<file path="config.mk">
export PLATFORM = sky130hd
export DESIGN_NAME = nvm_cfg_loader
export DESIGN_NICKNAME = d
export VERILOG_FILES = /design/src/rtl/nvm_cfg_pkg.sv /design/src/rtl/nvm_rd_seq.sv /design/src/rtl/nvm_csum_acc.sv /design/src/rtl/nvm_shadow_cap.sv /design/src/rtl/nvm_cfg_regs.sv /design/src/rtl/nvm_cfg_loader.sv
export SDC_FILE = /design/constraint.sdc
export NUM_CORES = 1
export LEC_CHECK = 0
export BUFFER_PORTS_ARGS = -buffer_cell sky130_fd_sc_hd__clkbuf_2
export CAP_MARGIN = 20
export CORE_MARGIN = 8
export CORE_UTILIZATION = 24
export CTS_CLUSTER_SIZE = 30
export DETAILED_ROUTE_END_ITERATION = 6
export GPL_TIMING_DRIVEN = 0
export PLACE_DENSITY_LB_ADDON = 0.1
export SYNTH_ARGS = -nofsm -noshare
export SYNTH_HDL_FRONTEND = slang
export SYNTH_HIERARCHICAL = 1
export SYNTH_SLANG_ARGS = --single-unit
</file>
<file path="constraint.sdc">
create_clock -name clk -period 3.1 [get_ports clk]
set_input_delay 0.775 -clock clk [delete_from_list [all_inputs] [get_ports clk]]
set_output_delay 0.775 -clock clk [all_outputs]
set_load 0.02 [all_outputs]
</file>
<file path="src/rtl/nvm_cfg_pkg.sv">
package nvm_cfg_pkg;

  localparam int unsigned WORD_W = 16;

  // word positions decoded from the image
  localparam int unsigned W_SA0    = 0;
  localparam int unsigned W_SA1    = 1;
  localparam int unsigned W_SA2    = 2;
  localparam int unsigned W_INIT   = 10;
  localparam int unsigned W_SSID   = 11;
  localparam int unsigned W_SSVID  = 12;
  localparam int unsigned W_DID    = 13;
  localparam int unsigned W_VID    = 14;
  localparam int unsigned W_PWR    = 16;
  localparam int unsigned W_SHARED = 19;

  localparam int unsigned NSLOT = 10;

  localparam logic [1:0] SIG_GOOD = 2'b10;

  // slot number -> image word index
  function automatic int unsigned slot_word(input int unsigned s);
    case (s)
      0:       slot_word = W_SA0;
      1:       slot_word = W_SA1;
      2:       slot_word = W_SA2;
      3:       slot_word = W_INIT;
      4:       slot_word = W_SSID;
      5:       slot_word = W_SSVID;
      6:       slot_word = W_DID;
      7:       slot_word = W_VID;
      8:       slot_word = W_PWR;
      default: slot_word = W_SHARED;
    endcase
  endfunction

  typedef struct packed {
    logic [WORD_W-1:0] sa0;
    logic [WORD_W-1:0] sa1;
    logic [WORD_W-1:0] sa2;
    logic [WORD_W-1:0] init;
    logic [WORD_W-1:0] ssid;
    logic [WORD_W-1:0] ssvid;
    logic [WORD_W-1:0] did;
    logic [WORD_W-1:0] vid;
    logic [WORD_W-1:0] pwr;
    logic [WORD_W-1:0] shared;
  } shadow_t;

  typedef struct packed {
    logic [47:0] station;
    logic [15:0] vid;
    logic [15:0] did;
    logic [15:0] ssid;
    logic [15:0] ssvid;
    logic [7:0]  d0;
    logic [7:0]  d3;
    logic        fspd;
    logic        fdup;
    logic        phypd;
  } cfg_t;

  typedef enum logic [1:0] {SQ_REQ, SQ_WAIT, SQ_FIN, SQ_HALT} seq_state_t;

endpackage

</file>
<file path="src/rtl/nvm_rd_seq.sv">
module nvm_rd_seq
  import nvm_cfg_pkg::*;
#(
  parameter int unsigned WORDS = 64,
  localparam int unsigned AW = $clog2(WORDS)
) (
  input  logic          clk,
  input  logic          rst,
  output logic          req_valid,
  input  logic          req_ready,
  output logic [AW-1:0] req_addr,
  input  logic          rsp_valid,
  output logic          rsp_ready,
  output logic          beat,
  output logic [AW-1:0] beat_idx,
  output logic          finish
);

  localparam logic [AW-1:0] LAST = AW'(WORDS - 1);

  seq_state_t    state_q;
  logic [AW-1:0] idx_q;

  assign req_valid = (state_q == SQ_REQ);
  assign req_addr  = idx_q;
  assign rsp_ready = (state_q == SQ_WAIT);
  assign beat      = rsp_ready && rsp_valid;
  assign beat_idx  = idx_q;
  assign finish    = (state_q == SQ_FIN);

  always_ff @(posedge clk) begin
    if (rst) begin
      state_q <= SQ_REQ;
      idx_q   <= '0;
    end else begin
      case (state_q)
        SQ_REQ:  if (req_ready) state_q <= SQ_WAIT;
        SQ_WAIT: begin
          if (rsp_valid) begin
            if (idx_q == LAST) begin
              state_q <= SQ_FIN;
            end else begin
              idx_q   <= idx_q + 1'b1;
              state_q <= SQ_REQ;
            end
          end
        end
        SQ_FIN:  state_q <= SQ_HALT;
        default: state_q <= SQ_HALT;
      endcase
    end
  end

  AST_REQ_HOLD: assert property (@(posedge clk) disable iff (rst)
    req_valid && !req_ready |=> req_valid && $stable(req_addr));

  AST_FIN_ONCE: assert property (@(posedge clk) disable iff (rst)
    finish |=> !finish && !req_valid);

endmodule

</file>
<file path="src/rtl/nvm_csum_acc.sv">
module nvm_csum_acc
  import nvm_cfg_pkg::*;
#(
  parameter logic [WORD_W-1:0] MAGIC = 16'hBABA
) (
  input  logic              clk,
  input  logic              rst,
  input  logic              beat,
  input  logic [WORD_W-1:0] data,
  output logic              match
);

  logic [WORD_W-1:0] sum_q;

  always_ff @(posedge clk) begin
    if (rst)       sum_q <= '0;
    else if (beat) sum_q <= sum_q + data;
  end

  assign match = (sum_q == MAGIC);

  AST_SUM_IDLE_HOLD: assert property (@(posedge clk) disable iff (rst)
    !beat |=> $stable(sum_q));

endmodule

</file>
<file path="src/rtl/nvm_shadow_cap.sv">
module nvm_shadow_cap
  import nvm_cfg_pkg::*;
#(
  parameter int unsigned WORDS = 64,
  localparam int unsigned AW = $clog2(WORDS)
) (
  input  logic              clk,
  input  logic              rst,
  input  logic              beat,
  input  logic [AW-1:0]     beat_idx,
  input  logic [WORD_W-1:0] data,
  output shadow_t           shadow
);

  logic [WORD_W-1:0] slot_q [NSLOT];

  for (genvar g = 0; g < NSLOT; g++) begin : g_slot
    localparam int unsigned WIDX = slot_word(g);
    always_ff @(posedge clk) begin
      if (rst)
        slot_q[g] <= '0;
      else if (beat && beat_idx == AW'(WIDX))
        slot_q[g] <= data;
    end
  end

  always_comb begin
    shadow.sa0    = slot_q[0];
    shadow.sa1    = slot_q[1];
    shadow.sa2    = slot_q[2];
    shadow.init   = slot_q[3];
    shadow.ssid   = slot_q[4];
    shadow.ssvid  = slot_q[5];
    shadow.did    = slot_q[6];
    shadow.vid    = slot_q[7];
    shadow.pwr    = slot_q[8];
    shadow.shared = slot_q[9];
  end

endmodule

</file>
<file path="src/rtl/nvm_cfg_regs.sv">
module nvm_cfg_regs
  import nvm_cfg_pkg::*;
#(
  parameter logic [47:0] DEF_STATION = 48'h0,
  parameter logic [15:0] DEF_VID     = 16'h8086,
  parameter logic [15:0] DEF_DID     = 16'h1A2B,
  parameter logic [15:0] DEF_SSID    = 16'h0000,
  parameter logic [15:0] DEF_SSVID   = 16'h8086,
  parameter logic [7:0]  DEF_D0      = 8'h0D,
  parameter logic [7:0]  DEF_D3      = 8'h01,
  parameter logic        DEF_PHYPD   = 1'b1
) (
  input  logic        clk,
  input  logic        rst,
  input  logic        finish,
  input  logic        sum_ok,
  input  shadow_t     shadow,
  input  logic        sw_wr,
  input  logic [47:0] sw_addr,
  output cfg_t        cfg,
  output logic        valid,
  output logic        csum_good,
  output logic        done
);

  localparam cfg_t DEF_CFG = '{
    station: DEF_STATION, vid: DEF_VID, did: DEF_DID, ssid: DEF_SSID,
    ssvid: DEF_SSVID, d0: DEF_D0, d3: DEF_D3, fspd: 1'b0, fdup: 1'b0,
    phypd: DEF_PHYPD};

  logic sig_ok;
  logic accept;
  logic ovr_q;
  cfg_t img_cfg;

  assign sig_ok = (shadow.shared[15:14] == SIG_GOOD);
  assign accept = sig_ok && sum_ok;

  always_comb begin
    img_cfg.station = {shadow.sa0[7:0], shadow.sa0[15:8],
                       shadow.sa1[7:0], shadow.sa1[15:8],
                       shadow.sa2[7:0], shadow.sa2[15:8]};
    img_cfg.vid   = shadow.init[0] ? shadow.vid   : DEF_VID;
    img_cfg.did   = shadow.init[0] ? shadow.did   : DEF_DID;
    img_cfg.ssid  = shadow.init[1] ? shadow.ssid  : DEF_SSID;
    img_cfg.ssvid = shadow.init[1] ? shadow.ssvid : DEF_SSVID;
    img_cfg.d0    = shadow.pwr[15:8];
    img_cfg.d3    = {3'b000, shadow.pwr[4:0]};
    img_cfg.fspd  = shadow.shared[4];
    img_cfg.fdup  = shadow.shared[3];
    img_cfg.phypd = shadow.shared[9];
    if (ovr_q) img_cfg.station = cfg.station;
  end

  always_ff @(posedge clk) begin
    if (rst) begin
      cfg       <= DEF_CFG;
      valid     <= 1'b0;
      csum_good <= 1'b0;
      done      <= 1'b0;
      ovr_q     <= 1'b0;
    end else begin
      if (finish) begin
        done      <= 1'b1;
        csum_good <= sum_ok;
        valid     <= accept;
        if (accept) cfg <= img_cfg;
      end
      if (sw_wr) begin
        cfg.station <= sw_addr;
        ovr_q       <= 1'b1;
      end
    end
  end

  AST_DONE_STICKY: assert property (@(posedge clk) disable iff (rst)
    done |=> done);

  AST_VALID_NEEDS_CSUM: assert property (@(posedge clk) disable iff (rst)
    valid |-> csum_good && done);

  AST_SW_WINS: assert property (@(posedge clk) disable iff (rst)
    sw_wr |=> cfg.station == $past(sw_addr));

  AST_DEFAULTS_KEPT: assert property (@(posedge clk) disable iff (rst)
    !valid |-> cfg.vid == DEF_VID && cfg.did == DEF_DID && cfg.d0 == DEF_D0
               && cfg.phypd == DEF_PHYPD && !cfg.fspd);

  AST_FROZEN_AFTER_DONE: assert property (@(posedge clk) disable iff (rst)
    done |=> $stable(cfg.vid) && $stable(cfg.ssid) && $stable(cfg.d3)
             && $stable(valid));

endmodule

</file>
<file path="src/rtl/nvm_cfg_loader.sv">
module nvm_cfg_loader
  import nvm_cfg_pkg::*;
#(
  parameter int unsigned WORDS     = 64,
  parameter logic [15:0] MAGIC     = 16'hBABA,
  parameter logic [15:0] DEF_DID   = 16'h1A2B,
  localparam int unsigned AW = $clog2(WORDS)
) (
  input  logic          clk,
  input  logic          rst,
  output logic          nvm_req_valid,
  input  logic          nvm_req_ready,
  output logic [AW-1:0] nvm_req_addr,
  input  logic          nvm_rsp_valid,
  output logic          nvm_rsp_ready,
  input  logic [15:0]   nvm_rsp_data,
  input  logic          sw_addr_wr,
  input  logic [47:0]   sw_addr_data,
  output logic [47:0]   station_addr,
  output logic [15:0]   vendor_id,
  output logic [15:0]   device_id,
  output logic [15:0]   subsys_id,
  output logic [15:0]   subsys_vendor_id,
  output logic [7:0]    pwr_d0,
  output logic [7:0]    pwr_d3,
  output logic          force_speed,
  output logic          force_duplex,
  output logic          phy_pwrdn_en,
  output logic          cfg_valid,
  output logic          csum_ok,
  output logic          load_done
);

  logic          beat;
  logic [AW-1:0] beat_idx;
  logic          finish;
  logic          sum_match;
  shadow_t       shadow;
  cfg_t          cfg;

  nvm_rd_seq #(.WORDS(WORDS)) u_seq (
    .clk(clk), .rst(rst),
    .req_valid(nvm_req_valid), .req_ready(nvm_req_ready),
    .req_addr(nvm_req_addr),
    .rsp_valid(nvm_rsp_valid), .rsp_ready(nvm_rsp_ready),
    .beat(beat), .beat_idx(beat_idx), .finish(finish));

  nvm_csum_acc #(.MAGIC(MAGIC)) u_csum (
    .clk(clk), .rst(rst), .beat(beat), .data(nvm_rsp_data),
    .match(sum_match));

  nvm_shadow_cap #(.WORDS(WORDS)) u_shadow (
    .clk(clk), .rst(rst), .beat(beat), .beat_idx(beat_idx),
    .data(nvm_rsp_data), .shadow(shadow));

  nvm_cfg_regs #(.DEF_DID(DEF_DID)) u_regs (
    .clk(clk), .rst(rst), .finish(finish), .sum_ok(sum_match),
    .shadow(shadow), .sw_wr(sw_addr_wr), .sw_addr(sw_addr_data),
    .cfg(cfg), .valid(cfg_valid), .csum_good(csum_ok), .done(load_done));

  assign station_addr     = cfg.station;
  assign vendor_id        = cfg.vid;
  assign device_id        = cfg.did;
  assign subsys_id        = cfg.ssid;
  assign subsys_vendor_id = cfg.ssvid;
  assign pwr_d0           = cfg.d0;
  assign pwr_d3           = cfg.d3;
  assign force_speed      = cfg.fspd;
  assign force_duplex     = cfg.fdup;
  assign phy_pwrdn_en     = cfg.phypd;

  AST_NO_REQ_AFTER_DONE: assert property (@(posedge clk) disable iff (rst)
    load_done |-> !nvm_req_valid && !nvm_rsp_ready);

endmodule

</file>
# Yosys cells after proc, flatten, opt, wreduce, memory -nomap -nowiden
# Memory sizes are Yosys's and may differ from the RTL's.
# Index checks and enable logic that the tools add are counted.
# word_totals
register_bits,156
n_memories,1
ram_bits,160
in_bits,69
# op_classes
add_sub_neg,2
eq_ne,17
muxes,54
n_reduce_logical,20
bitwise_logic,11
# memory_table
memory,depth,width,read_ports,rd_clocked_by_memory_dff,write_ports,line_no,text
u_shadow.slot_q,10,16,10,0,10,nvm_shadow_cap.sv:15,logic [WORD_W-1:0] slot_q [NSLOT];
# ops
op,count
two-way mux 131 bit,2
two-way mux 16 bit,14
two-way mux 48 bit,2
two-way mux 1 bit,32
"== test 6 x 4 -> 1 bit, second input constant",5
adder 16 bit,1
"== test 16 bit, second input constant",1
"== test 6 x 5 -> 1 bit, second input constant",2
logical AND 1 bit,12
OR 1 bit,10
"adder 6 x 1 -> 6 bit, second input constant",1
"== test 6 x 1 -> 1 bit, second input constant",1
"== test 6 x 2 -> 1 bit, second input constant",1
"== test 6 bit, second input constant",1
zero test 6 bit,1
two-way mux 2 bit,3
AND reduction 3 bit,2
"== test 2 bit, second input constant",2
"!= test 2 bit, second input constant",2
one-hot mux 2 bit (2 select lines),1
AND reduction 2 bit,2
nonzero test 2 bit,2
"== test 2 x 1 -> 1 bit, second input constant",1
zero test 2 bit,1
2 further kinds,2

# Depth between registers and ports, before layout
# Gate-level depths: netlist of run 1.
# depth
depth_word,7
depth_mapped,8

# By module
# The synthesis of run 1 kept the hierarchy.
# by_module_without_submodules
module,n_inst,cells_each,area_per_inst_um2,seq_area_each_um2
nvm_shadow_cap,1,434,6473.7,4804.6
nvm_cfg_regs,1,649,5605.4,2642.5
nvm_csum_acc,1,162,1373.8,320.3
nvm_rd_seq,1,49,478.0,160.2

# Worst setup path after synthesis of run 1
# Ideal clock, no wire load.
# synth_timing
kind,input-to-reg
start,in nvm_rsp_valid
end,"mem u_shadow.slot_q[7][0], enable pin"
setup_ns,0.392
required_time_ns,2.708
path_stages,7
t_arrival_ns,2.671
path_slack_ns,0.037
path_buffers,3
path_cell_list,nand3b_4 clkinv_2 or3b_1 clkbuf_1 buf_2 buf_2 o21bai_1
# synth_rtl
item,line_no,text
"start, declared",nvm_cfg_loader.sv:14,"input logic nvm_rsp_valid,"
"end, declared",nvm_shadow_cap.sv:15,

==> metrics.log, run 1 <==
INFO  metric peakVddDrop = a little over 0.3 mV
INFO  metric critical-path-slowest-cell = sky130_fd_sc_hd__o21bai_2
INFO  metric synth.yosys.warnings = 6
INFO  metric dp_hpwl = between 30000 and 40000 um
INFO  metric cts.sink_count = 288
INFO  metric groute.usage.overall = 0.150
INFO  metric ios = ~210
INFO  metric coreArea = roughly 0.053 mm2
INFO  metric num_rows = 85
INFO  metric design.die.area = slightly above 0.06 mm2
INFO  metric worst_hold_path_cell_count = 2
INFO  metric worstSetupStartpoint = u_seq/state_q[0]
INFO  metric outcome = complete, no violations
INFO  metric area_growth = 24.3%
INFO  metric detail_route.wl_per_cell = 21.2 um
INFO  metric fillerInstances = around 5.6k
INFO  metric critical_path.max_stage_delay = about 720 ps
INFO  metric io_buffer_count = 206
INFO  metric power.static_leakage = between 0.006 and 0.007 uW
INFO  metric share_comb_of_total_power = 0.089
INFO  metric power.switching = 2280 uW
INFO  metric regToRegSetupSlack = around 86 ps
INFO  metric insertion_delay = between 500 and 600 ps
INFO  metric ctsHoldBuffers = 0
INFO  metric postCtsResizedCells = 6
INFO  metric final.hold.worst_slack = around 450 ps
INFO  metric initial_utilization = 0.242
INFO  metric clock_tree.root_cell = sky130_fd_sc_hd__clkbuf_16
INFO  metric crit_path_max_fanout = 16
INFO  metric intPower = approximately 6900 uW
INFO  metric detailedRoute.firstIterationViolations = between 400 and 500
INFO  metric setup_skew_after_layout = about 22 ps
INFO  metric final_standard_cell_utilization_of_the_core = 0.300
INFO  metric timing.slew.headroom = 0.336
INFO  metric cp-start-kind = flip-flop
INFO  metric layout.cells.most_common = sky130_fd_sc_hd__clkbuf_2
INFO  metric die-height = 248 um
INFO  metric maximum_number_of_pins_on_one_net_before_global_route_repair = 17
INFO  metric n_antenna_cell = 0
INFO  metric rsz0062_at_grt = yes
INFO  metric cp_data_required_time = 3250 ps
INFO  metric post_synth_inst_count = roughly 1.2k
INFO  metric mappedNetlistArea = 0.0129 mm2
INFO  metric number_of_antenna_violating_nets_in_the_routed_design = 0
INFO  metric clock_power_share = 0.457
INFO  metric htree_levels = 2
INFO  metric mostFrequentLayoutCells = sky130_fd_sc_hd__clkbuf_2, sky130_fd_sc_hd__dfxtp_1, sky130_fd_sc_hd__edfxtp_1
INFO  metric grt_pass1_wl = a little under 70000 um
INFO  metric final.period_utilization = 0.972
INFO  metric power.sequential.fraction = 0.455
INFO  metric post-route-min-period = roughly 3000 ps
INFO  metric hold_wc_startpoint = u_regs/cfg[38]
INFO  metric regToRegEndpoint = u_shadow/slot_q[7][13]
INFO  metric cts_tree = yes
INFO  metric worst-slew-pin-transition = between 900 and 1000 ps
INFO  metric r2r_start = u_seq/state_q[0]
INFO  metric max_freq = 0.332 GHz
INFO  metric crit_type = reg2reg
INFO  metric netSwitchingFraction = 0.249
INFO  metric grt_pass1_vias = 10.5k
INFO  metric cts_setup_buffers = 0
INFO  metric r2r_cells = 7
INFO  metric hold_viol_final = 0
INFO  metric chip_width = 248 um
INFO  metric postPlaceCellArea = 0.0149 mm2
INFO  metric grt.overflow.total = 0
INFO  metric power.density = 570 mW/mm2
INFO  metric via_count = approximately 10k
INFO  metric route.final.wire_length = approximately 47000 um
INFO  metric crit_path_cell_trace = nand3b_4 -> clkinv_2 -> or3b_1 -> clkbuf_1 -> buf_2 -> buf_2 -> o21bai_2
INFO  metric fin_nets = ~1.6k
INFO  metric syn_area_per_cell = roughly 10 um2
INFO  metric fraction_of_layout_cells_with_a_size_suffix_above_1 = 0.265
INFO  metric finalWeightedCongestion = a little under 0.8
INFO  metric worstPathArrival = 3160 ps
INFO  metric max-cap-violations = 0
INFO  metric setup_viol_count_final = 0
INFO  metric post_route_drc = 0
INFO  metric dr.pass1.iters = 6
INFO  metric clkTransAtPathRegs = ~60 ps
INFO  metric timing.critical_path.mode_cell = sky130_fd_sc_hd__buf_2
INFO  metric deepest_clock_path_buffer_count = 3
INFO  metric finalMaxSlewViolations = 0
INFO  metric hold_end = u_regs/cfg[38]
INFO  metric cts_buffers = 36
INFO  metric design_area_final = about 0.016 mm2
INFO  metric routed_via_density = approximately 4.6
INFO  metric worstSetupEndpointType = flip-flop
INFO  metric worst_hold_path_type = reg2reg
INFO  metric antenna_found_initial = 0
layout make-up:
cell class / count / area, um2 / area share
plain buffers: 148 / 706 / 0.0439
multi-input cells: 734 / 4930 / 0.307
clock buffers: 48 / 1010 / 0.0627
well taps: 696 / 871 / 0.0542
repair buffers: 208 / 1040 / 0.0650
flip-flops and latches: 288 / 7090 / 0.441
clock inverters: 16 / 149 / 0.00927
inverters: 69 / 260 / 0.0162
routing by layer:
layer | track usage | up-vias | share of wire
li1 | - | 4972 | -
met1 | 0.194 | 4957 | 0.45
met2 | 0.252 | 179 | 0.48
met3 | 0.0323 | 56 | 0.045
met4 | 0.0404 | 0 | 0.022
met5 | 0 | - | 0
registers in the layout, summed over array words and instances (netlist names):
register          cells
u_csum/sum_q         16
u_regs/cfg          128
u_regs/csum_good      1
u_regs/done           1
u_regs/ovr_q          1
u_regs/valid          1
u_seq/beat_idx        6
u_seq/state_q         2
u_shadow/slot_q     132
per-stage QoR:
| step | setup WS, ps | TNS [ps] | cells | power [uW] |
|---|---|---|---|---|
| 2_1_floorplan | 50.0 | 0 | 1239 | 4740 |
| 3_3_place_gp | -895 | -147140 | 2141 | 5060 |
| 3_5_place_dp | -370 | -28750 | 2143 | 5070 |
| 4_1_cts | 18.1 | 0 | 2207 | 9340 |
| 5_1_grt | -87.2 | -3590 | 2207 | 9560 |
| 6_report | 86.3 | 0 | 2207 | 9160 |
power groups by stage:
stage	logic (uW)	clock network [uW]	registers, uW
floorplan	465	0	4270
finish	812	4180	4160
detailed placement	819	0	4250
global placement	814	0	4250
global route	884	4500	4180
CTS	823	4350	4170
worst max path at each step:
stage	endpoint	slack, ps	cells after the start
2_1_floorplan	u_shadow/slot_q[7][0]	50	7
3_3_place_gp	u_shadow/slot_q[5][12]	-900	8
3_5_place_dp	u_shadow/slot_q[7][3]	-370	8
4_1_cts	u_regs/cfg[52]	20	8
5_1_grt	u_shadow/slot_q[0][7]	-90	7
6_report	u_shadow/slot_q[7][13]	90	7
critical path: cells and delay by family (launching register included):
family	cells	cell delay, ps
buffers and inverters	4	920
AOI/OAI and AO/OA	1	720
and+or+nand+nor	2	520
DFF	1	450
Power figures use the tool's default switching activity.
==> inputs of run 2 (changes only) <==
--- a/config.mk
+++ b/config.mk
@@ -5,6 +5,7 @@
 export SDC_FILE = /design/constraint.sdc
 export NUM_CORES = 1
 export LEC_CHECK = 0
+export ABC_AREA = 1
 export BUFFER_PORTS_ARGS = -buffer_cell sky130_fd_sc_hd__clkbuf_2
 export CAP_MARGIN = 20
 export CORE_MARGIN = 8
==> run 2 against run 1 <==
- first-iteration DRC count increased by 8.5%
- highest routed layer unchanged
- final cell count increased by 19%
- worst setup slack improved by 85 ps
- hold slack got worse by 1.6 ps
- count of clock-buffer cells in the layout increased by 3
- largest power group unchanged
- power increased by 4.0%
- fmax increased by 2.9%
==> metrics.log, run 2 <==
INFO  metric setup_viol_count_final = 0
INFO  metric power.static_leakage = between 0.007 and 0.008 uW
INFO  metric htree_levels = 2
INFO  metric layout.cells.most_common = sky130_fd_sc_hd__nand2_1
INFO  metric finalMaxSlewViolations = 0
INFO  metric detailedRoute.firstIterationViolations = around 520
INFO  metric met2_length = approximately 21000 um
INFO  metric final.period_utilization = 0.945
INFO  metric die-height = between 200 and 250 um
INFO  metric groute.usage.overall = 0.144
INFO  metric power.switching = 2430 uW
INFO  metric cts_buffers = 39
INFO  metric area_growth = 24.5%
INFO  metric hold_viol_final = 0
INFO  metric design.die.area = between 0.06 and 0.07 mm2
INFO  metric cts_setup_buffers = 0
INFO  metric setup_tns_after_final_layout = 0 ps
INFO  metric met3RoutedLength = 2090 um
INFO  metric worstPathArrival = 3400 ps
INFO  metric crit_path_max_fanout = 10
INFO  metric cts.sink_count = 288
INFO  metric largest_reg_flops = about 130
INFO  metric number_of_antenna_violating_nets_in_the_routed_design = 0
INFO  metric mostFrequentLayoutCells = sky130_fd_sc_hd__nand2_1, sky130_fd_sc_hd__nor2_1, sky130_fd_sc_hd__clkbuf_2
INFO  metric share_comb_of_total_power = 0.086
INFO  metric deepest_clock_path_buffer_count = 3
INFO  metric netSwitchingFraction = 0.255
INFO  metric antenna_found_initial = 1
INFO  metric postCtsResizedCells = 0
INFO  metric syn_area_per_cell = ~8 um2
INFO  metric io_buffer_count = between 200 and 250
INFO  metric maximum_number_of_pins_on_one_net_before_global_route_repair = 17
INFO  metric power.density = a little under 600 mW/mm2
INFO  metric fin_nets = 1983
INFO  metric crit_type = reg2reg
INFO  metric setup_skew_after_layout = approximately 18 ps
INFO  metric detail_route.wl_per_cell = 17.5 um
INFO  metric mappedNetlistArea = ~0.013 mm2
INFO  metric chip_width = between 200 and 250 um
INFO  metric fillerInstances = just under 6k
INFO  metric grt_pass1_wl = around 69000 um
INFO  metric top_signal_layer_used = met4
INFO  metric dp_hpwl = 33200 um
INFO  metric fraction_of_layout_cells_with_a_size_suffix_above_1 = 0.191
INFO  metric initial_utilization = 0.243
INFO  metric intPower = 7100 uW
INFO  metric coreArea = 0.0539 mm2
INFO  metric ctsHoldBuffers = 0
INFO  metric ios = about 210
INFO  metric design_area_final = approximately 0.016 mm2
INFO  metric cts_tree = yes
INFO  metric worstSetupEndpointType = flip-flop
INFO  metric max-cap-violations = 0
INFO  metric grt.overflow.total = 0
INFO  metric worst-slew-pin-transition = 961 ps
INFO  metric clock_power_share = 0.477
INFO  metric clock_tree.root_cell = sky130_fd_sc_hd__clkbuf_16
INFO  metric worst_hold_path_type = reg2reg
INFO  metric peakVddDrop = 0.296 mV
INFO  metric registers.top_by_ff_count = u_shadow/slot_q
INFO  metric timing.slew.headroom = 0.353
INFO  metric route.final.wire_length = 46000 um
INFO  metric postPlaceCellArea = 0.0150 mm2
INFO  metric grt_pass1_vias = between 10k and 15k
INFO  metric outcome = complete, no violations
INFO  metric rsz0062_at_grt = no
INFO  metric post_route_drc = 0
INFO  metric layout_top_registers = u_shadow/slot_q: 132 flops, u_regs/cfg: 128 flops, u_csum/sum_q: 16 flops
INFO  metric finalWeightedCongestion = between 0.7 and 0.8
INFO  metric routed_via_density = between 4 and 5
INFO  metric num_rows = between 80 and 90
INFO  metric max_freq = ~0.34 GHz
INFO  metric detail_route.wirelength.met1 = between 20000 and 25000 um
INFO  metric dr.pass1.iters = 5
INFO  metric power.sequential.fraction = 0.438
INFO  metric insertion_delay = 550 ps
INFO  metric clkTransAtPathRegs = approximately 60 ps
INFO  metric post_synth_inst_count = 1648
INFO  metric cp_data_required_time = ~3600 ps
INFO  metric via_count = roughly 11k
INFO  metric post-route-min-period = 2930 ps
INFO  metric cp-start-kind = flip-flop
INFO  metric final.hold.worst_slack = around 450 ps
INFO  metric synth.yosys.warnings = 6
-- run 2: changes by cell type in the layout (fill, tap and decap cells not counted), moves of 50 or more --
cell	delta
sky130_fd_sc_hd__nor2_1	+307
sky130_fd_sc_hd__inv_1	+101
sky130_fd_sc_hd__nand2_1	+270
sky130_fd_sc_hd__clkbuf_1	-58
sky130_fd_sc_hd__nor3_1	-94
sky130_fd_sc_hd__nand3_1	+125
sky130_fd_sc_hd__a31oi_1	-50
-- run 2: stage by stage --
step           utilization  total power [uW]  cells  setup slack, ps
5_1_grt              0.303              9960   2624             7.78
3_5_place_dp         0.279              5080   2552              173
4_1_cts              0.303              9720   2624              147
6_report             0.303              9520   2625              172
3_3_place_gp         0.279              5080   2552              200
2_1_floorplan            -              4750   1650              841
-- run 2: final cells by class --
type / instances / area (um2) / area share
clock inverters: 21 / 206 / 0.0126
inverters: 198 / 746 / 0.0457
plain buffers: 98 / 558 / 0.0342
diodes: 1 / 2.50 / 0.000153
repair buffers: 206 / 1030 / 0.0631
clock buffers: 51 / 1090 / 0.0669
flip-flops and latches: 288 / 7090 / 0.434
well taps: 696 / 871 / 0.0533
multi-input cells: 1066 / 4740 / 0.290
-- run 2: worst max-delay path, cell delays in order (launching register included) --
cell and delay, ps:
sky130_fd_sc_hd__dfxtp_1 320, sky130_fd_sc_hd__inv_1 90, sky130_fd_sc_hd__nand4_1 160, sky130_fd_sc_hd__nor4_1 870, sky130_fd_sc_hd__nand2_1 200, sky130_fd_sc_hd__inv_2 220, sky130_fd_sc_hd__nand2_4 190, sky130_fd_sc_hd__inv_2 260
sky130_fd_sc_hd__buf_4 230, sky130_fd_sc_hd__nand3_1 140, sky130_fd_sc_hd__a21oi_1 170
-- run 2: routing by layer --
metal	vias to the layer above	track usage
li1	5698	-
met1	5104	0.186
met2	257	0.241
met3	54	0.0283
met4	0	0.0448
met5	-	0
-- run 2: power groups by stage --
stage               registers, uW  clock network, uW  logic [uW]
global route                 4180               4860         919
CTS                          4170               4720         835
detailed placement           4250                  0         830
global placement             4250                  0         827
finish                       4170               4540         815
floorplan                    4290                  0         464
-- run 2: path summary, 6_finish.rpt --
path                          startpoint             end  slack [ps]  depth (start not counted)
setup / recovery        u_csum/sum_q[10]  u_regs/cfg[76]         170                         10
hold / removal    u_shadow/slot_q[8][10]  u_regs/cfg[13]         450                          2
setup reg to reg        u_csum/sum_q[10]  u_regs/cfg[76]         170                         10
hold reg to reg   u_shadow/slot_q[8][10]  u_regs/cfg[13]         450                          2
==> inputs of run 3 (changes only) <==
--- a/config.mk
+++ b/config.mk
@@ -6,12 +6,12 @@
 export NUM_CORES = 1
 export LEC_CHECK = 0
 export ABC_AREA = 1
-export BUFFER_PORTS_ARGS = -buffer_cell sky130_fd_sc_hd__clkbuf_2
 export CAP_MARGIN = 20
 export CORE_MARGIN = 8
-export CORE_UTILIZATION = 24
+export CORE_UTILIZATION = 58
 export CTS_CLUSTER_SIZE = 30
 export DETAILED_ROUTE_END_ITERATION = 6
+export DONT_BUFFER_PORTS = 1
 export GPL_TIMING_DRIVEN = 0
 export PLACE_DENSITY_LB_ADDON = 0.1
 export SYNTH_ARGS = -nofsm -noshare
==> run 3 against run 2 <==
- combinational power decreased by 24%
- sequential share of layout area increased by 5.5 points
- via count decreased by 5.2%
- non-clock buffer count decreased by 206
- die area decreased by 56%
- register-to-register slack improved by 130 ps
- power decreased by 11%
- routed wire length decreased by 24%
- fmax increased by 4.7%
- first-iteration DRC count increased by 83%
- global-route usage increased by 10 points
- largest cell class unchanged
- largest power group is now registers
==> metrics.log, run 3 (synthesis gave the netlist of run 2 again) <==
INFO  metric outcome = complete, no violations
INFO  metric grt.overflow.total = 0
INFO  metric netSwitchingFraction = 0.238
INFO  metric route.final.wire_length = 35100 um
INFO  metric power.switching = 2020 uW
INFO  metric intPower = 6470 uW
INFO  metric r2r_start = u_csum/sum_q[12]
INFO  metric routed_via_density = between 5 and 6
INFO  metric regToRegSetupSlack = 300 ps
INFO  metric power.density = slightly below 600 mW/mm2
INFO  metric initial_utilization = 0.585
INFO  metric insertion_delay = roughly 550 ps
INFO  metric cts_setup_buffers = 0
INFO  metric chip_width = 166 um
INFO  metric hold_viol_final = 0
INFO  metric max-cap-violations = 0
INFO  metric dr.pass1.iters = 5
INFO  metric post_layout_nonfiller_instances = between 1.5k and 2k
INFO  metric antenna_found_initial = 0
INFO  metric post_route_drc = 0
INFO  metric peakVddDrop = between 0.4 and 0.5 mV
INFO  metric post-route-min-period = between 2000 and 3000 ps
INFO  metric clkTransAtPathRegs = approximately 60 ps
INFO  metric via_count = 10.5k
INFO  metric number_of_antenna_violating_nets_in_the_routed_design = 0
INFO  metric worstSetupStartpoint = u_csum/sum_q[12]
INFO  metric die-height = about 170 um
INFO  metric groute.usage.overall = 0.245
INFO  metric largest_reg_flops = between 100 and 150
INFO  metric layout.cells.most_common = sky130_fd_sc_hd__nand2_1
INFO  metric final.period_utilization = 0.902
INFO  metric finalMaxSlewViolations = 0
INFO  metric ios = 211
INFO  metric maximum_number_of_pins_on_one_net_before_global_route_repair = 17
INFO  metric worstSetupEndpointType = flip-flop
INFO  metric setup_tns_after_final_layout = 0 ps
INFO  metric cts_tree = yes
INFO  metric worst_hold_path_type = in2reg
INFO  metric finalWeightedCongestion = approximately 0.89
INFO  metric cts.sink_count = about 290
INFO  metric r2r_cells = 9
INFO  metric setup_skew_after_layout = approximately 9.8 ps
INFO  metric htree_levels = 1
INFO  metric ctsHoldBuffers = 0
INFO  metric placed_cells_incl_taps = approximately 1.9k
INFO  metric fraction_of_layout_cells_with_a_size_suffix_above_1 = 0.0843
INFO  metric worst_setup_path_endpoint = u_regs/cfg[53]
INFO  metric mostFrequentLayoutCells = sky130_fd_sc_hd__nand2_1, sky130_fd_sc_hd__nor2_1, sky130_fd_sc_hd__nand3_1
INFO  metric detailedRoute.firstIterationViolations = between 900 and 1k
INFO  metric cp_data_required_time = between 3000 and 4000 ps
INFO  metric postCtsResizedCells = 0
INFO  metric worstPathArrival = 3280 ps
INFO  metric dp_hpwl = roughly 25000 um
INFO  metric area_growth = 10.5%
INFO  metric registers.top_by_ff_count = u_shadow/slot_q
INFO  metric num_rows = 55
INFO  metric timing.slew.headroom = 0.391
INFO  metric grt_pass1_vias = 9766
INFO  metric power.sequential.fraction = 0.499
INFO  metric deepest_clock_path_buffer_count = 3
INFO  metric worst-slew-pin-transition = between 900 and 1000 ps
INFO  metric clock_power_share = 0.428
INFO  metric cp-start-kind = flip-flop
INFO  metric cts_buffers = 31
INFO  metric grt_pass1_wl = around 54000 um
INFO  metric regToRegEndpoint = u_regs/cfg[53]
INFO  metric layout_top_registers = u_shadow/slot_q: 132 flops, u_regs/cfg: 128 flops, u_csum/sum_q: 16 flops
INFO  metric clock_tree.root_cell = sky130_fd_sc_hd__clkbuf_16
INFO  metric setup_viol_count_final = 0
INFO  metric coreArea = between 0.02 and 0.025 mm2
INFO  metric design.die.area = approximately 0.028 mm2
INFO  metric fin_nets = between 1.5k and 2k
INFO  metric share_comb_of_total_power = 0.073
INFO  metric power.static_leakage = 0.00649 uW
INFO  metric crit_path_max_fanout = 10
INFO  metric detail_route.wl_per_cell = 17.6 um
INFO  metric crit_type = reg2reg
INFO  metric max_freq = about 0.36 GHz
INFO  metric rsz0062_at_grt = no
INFO  metric io_buffer_count = 0
==> run 3: changes by cell type in the layout (fill, tap and decap cells not counted), moves of 3 or more <==
| cell | previous run | this run |
|---|---|---|
| sky130_fd_sc_hd__clkbuf_2 | 206 | 1 |
| sky130_fd_sc_hd__clkbuf_1 | 33 | 38 |
| sky130_fd_sc_hd__clkinv_2 | 8 | 3 |
| sky130_fd_sc_hd__clkbuf_16 | 40 | 32 |
| sky130_fd_sc_hd__clkinvlp_4 | 3 | 0 |
==> run 3: worst max-delay path, cell delays in order (launching register included) <==
cell and delay (ps):
sky130_fd_sc_hd__dfxtp_1 370, sky130_fd_sc_hd__nand4_1 150, sky130_fd_sc_hd__nor4_1 810, sky130_fd_sc_hd__nand2_1 190, sky130_fd_sc_hd__inv_2 210, sky130_fd_sc_hd__nand2_4 150
sky130_fd_sc_hd__inv_2 230, sky130_fd_sc_hd__buf_4 240, sky130_fd_sc_hd__nand3_1 180, sky130_fd_sc_hd__a21oi_1 180
==> run 3: worst min path at each step <==
stage	end	startpoint	cells after the start
after global placement	u_regs/cfg[14]	u_shadow/slot_q[8][11]	2
after global routing	u_seq/beat_idx[3]	rst	1
final	u_seq/beat_idx[3]	rst	1
after floorplan	u_regs/cfg[0]	u_shadow/slot_q[9][9]	2
after detailed placement	u_regs/cfg[14]	u_shadow/slot_q[8][11]	2
after CTS	u_seq/beat_idx[3]	rst	1
==> run 3: per-layer routing <==
| metal | track usage | wire [um] |
|---|---|---|
| met1 | 0.309 | 14700 |
| met4 | 0.0772 | 822 |
| met5 | 0 | 0 |
| met3 | 0.0647 | 3190 |
| met2 | 0.406 | 16400 |
==> run 3: final cells by class <==
cell class,instances,area (um2)
diodes,1,2.50
plain buffers,98,558
well taps,285,357
clock buffers,49,916
flip-flops and latches,288,7090
clock inverters,9,97.6
fillers,1944,7930
inverters,198,746
multi-input cells,1066,4740
==> run 3: power by group through the flow <==
stage | registers [uW] | logic (uW) | clock network [uW]
2_1_floorplan | 4290 | 464 | 0
3_3_place_gp | 4310 | 601 | 0
3_5_place_dp | 4320 | 611 | 0
4_1_cts | 4240 | 618 | 3690
5_1_grt | 4250 | 701 | 3850
6_report | 4240 | 621 | 3630
==> run 3: metrics by stage <==
step	power, uW	worst slack [ps]	utilization	hold slack, ps	cell area (um2)
CTS	8550	254	0.646	274	14500
finish	8490	302	0.646	291	14500
detailed placement	4930	272	0.601	441	13500
global route	8800	204	0.646	277	14500
floorplan	4750	841	-	422	13100
global placement	4920	295	0.601	430	13500
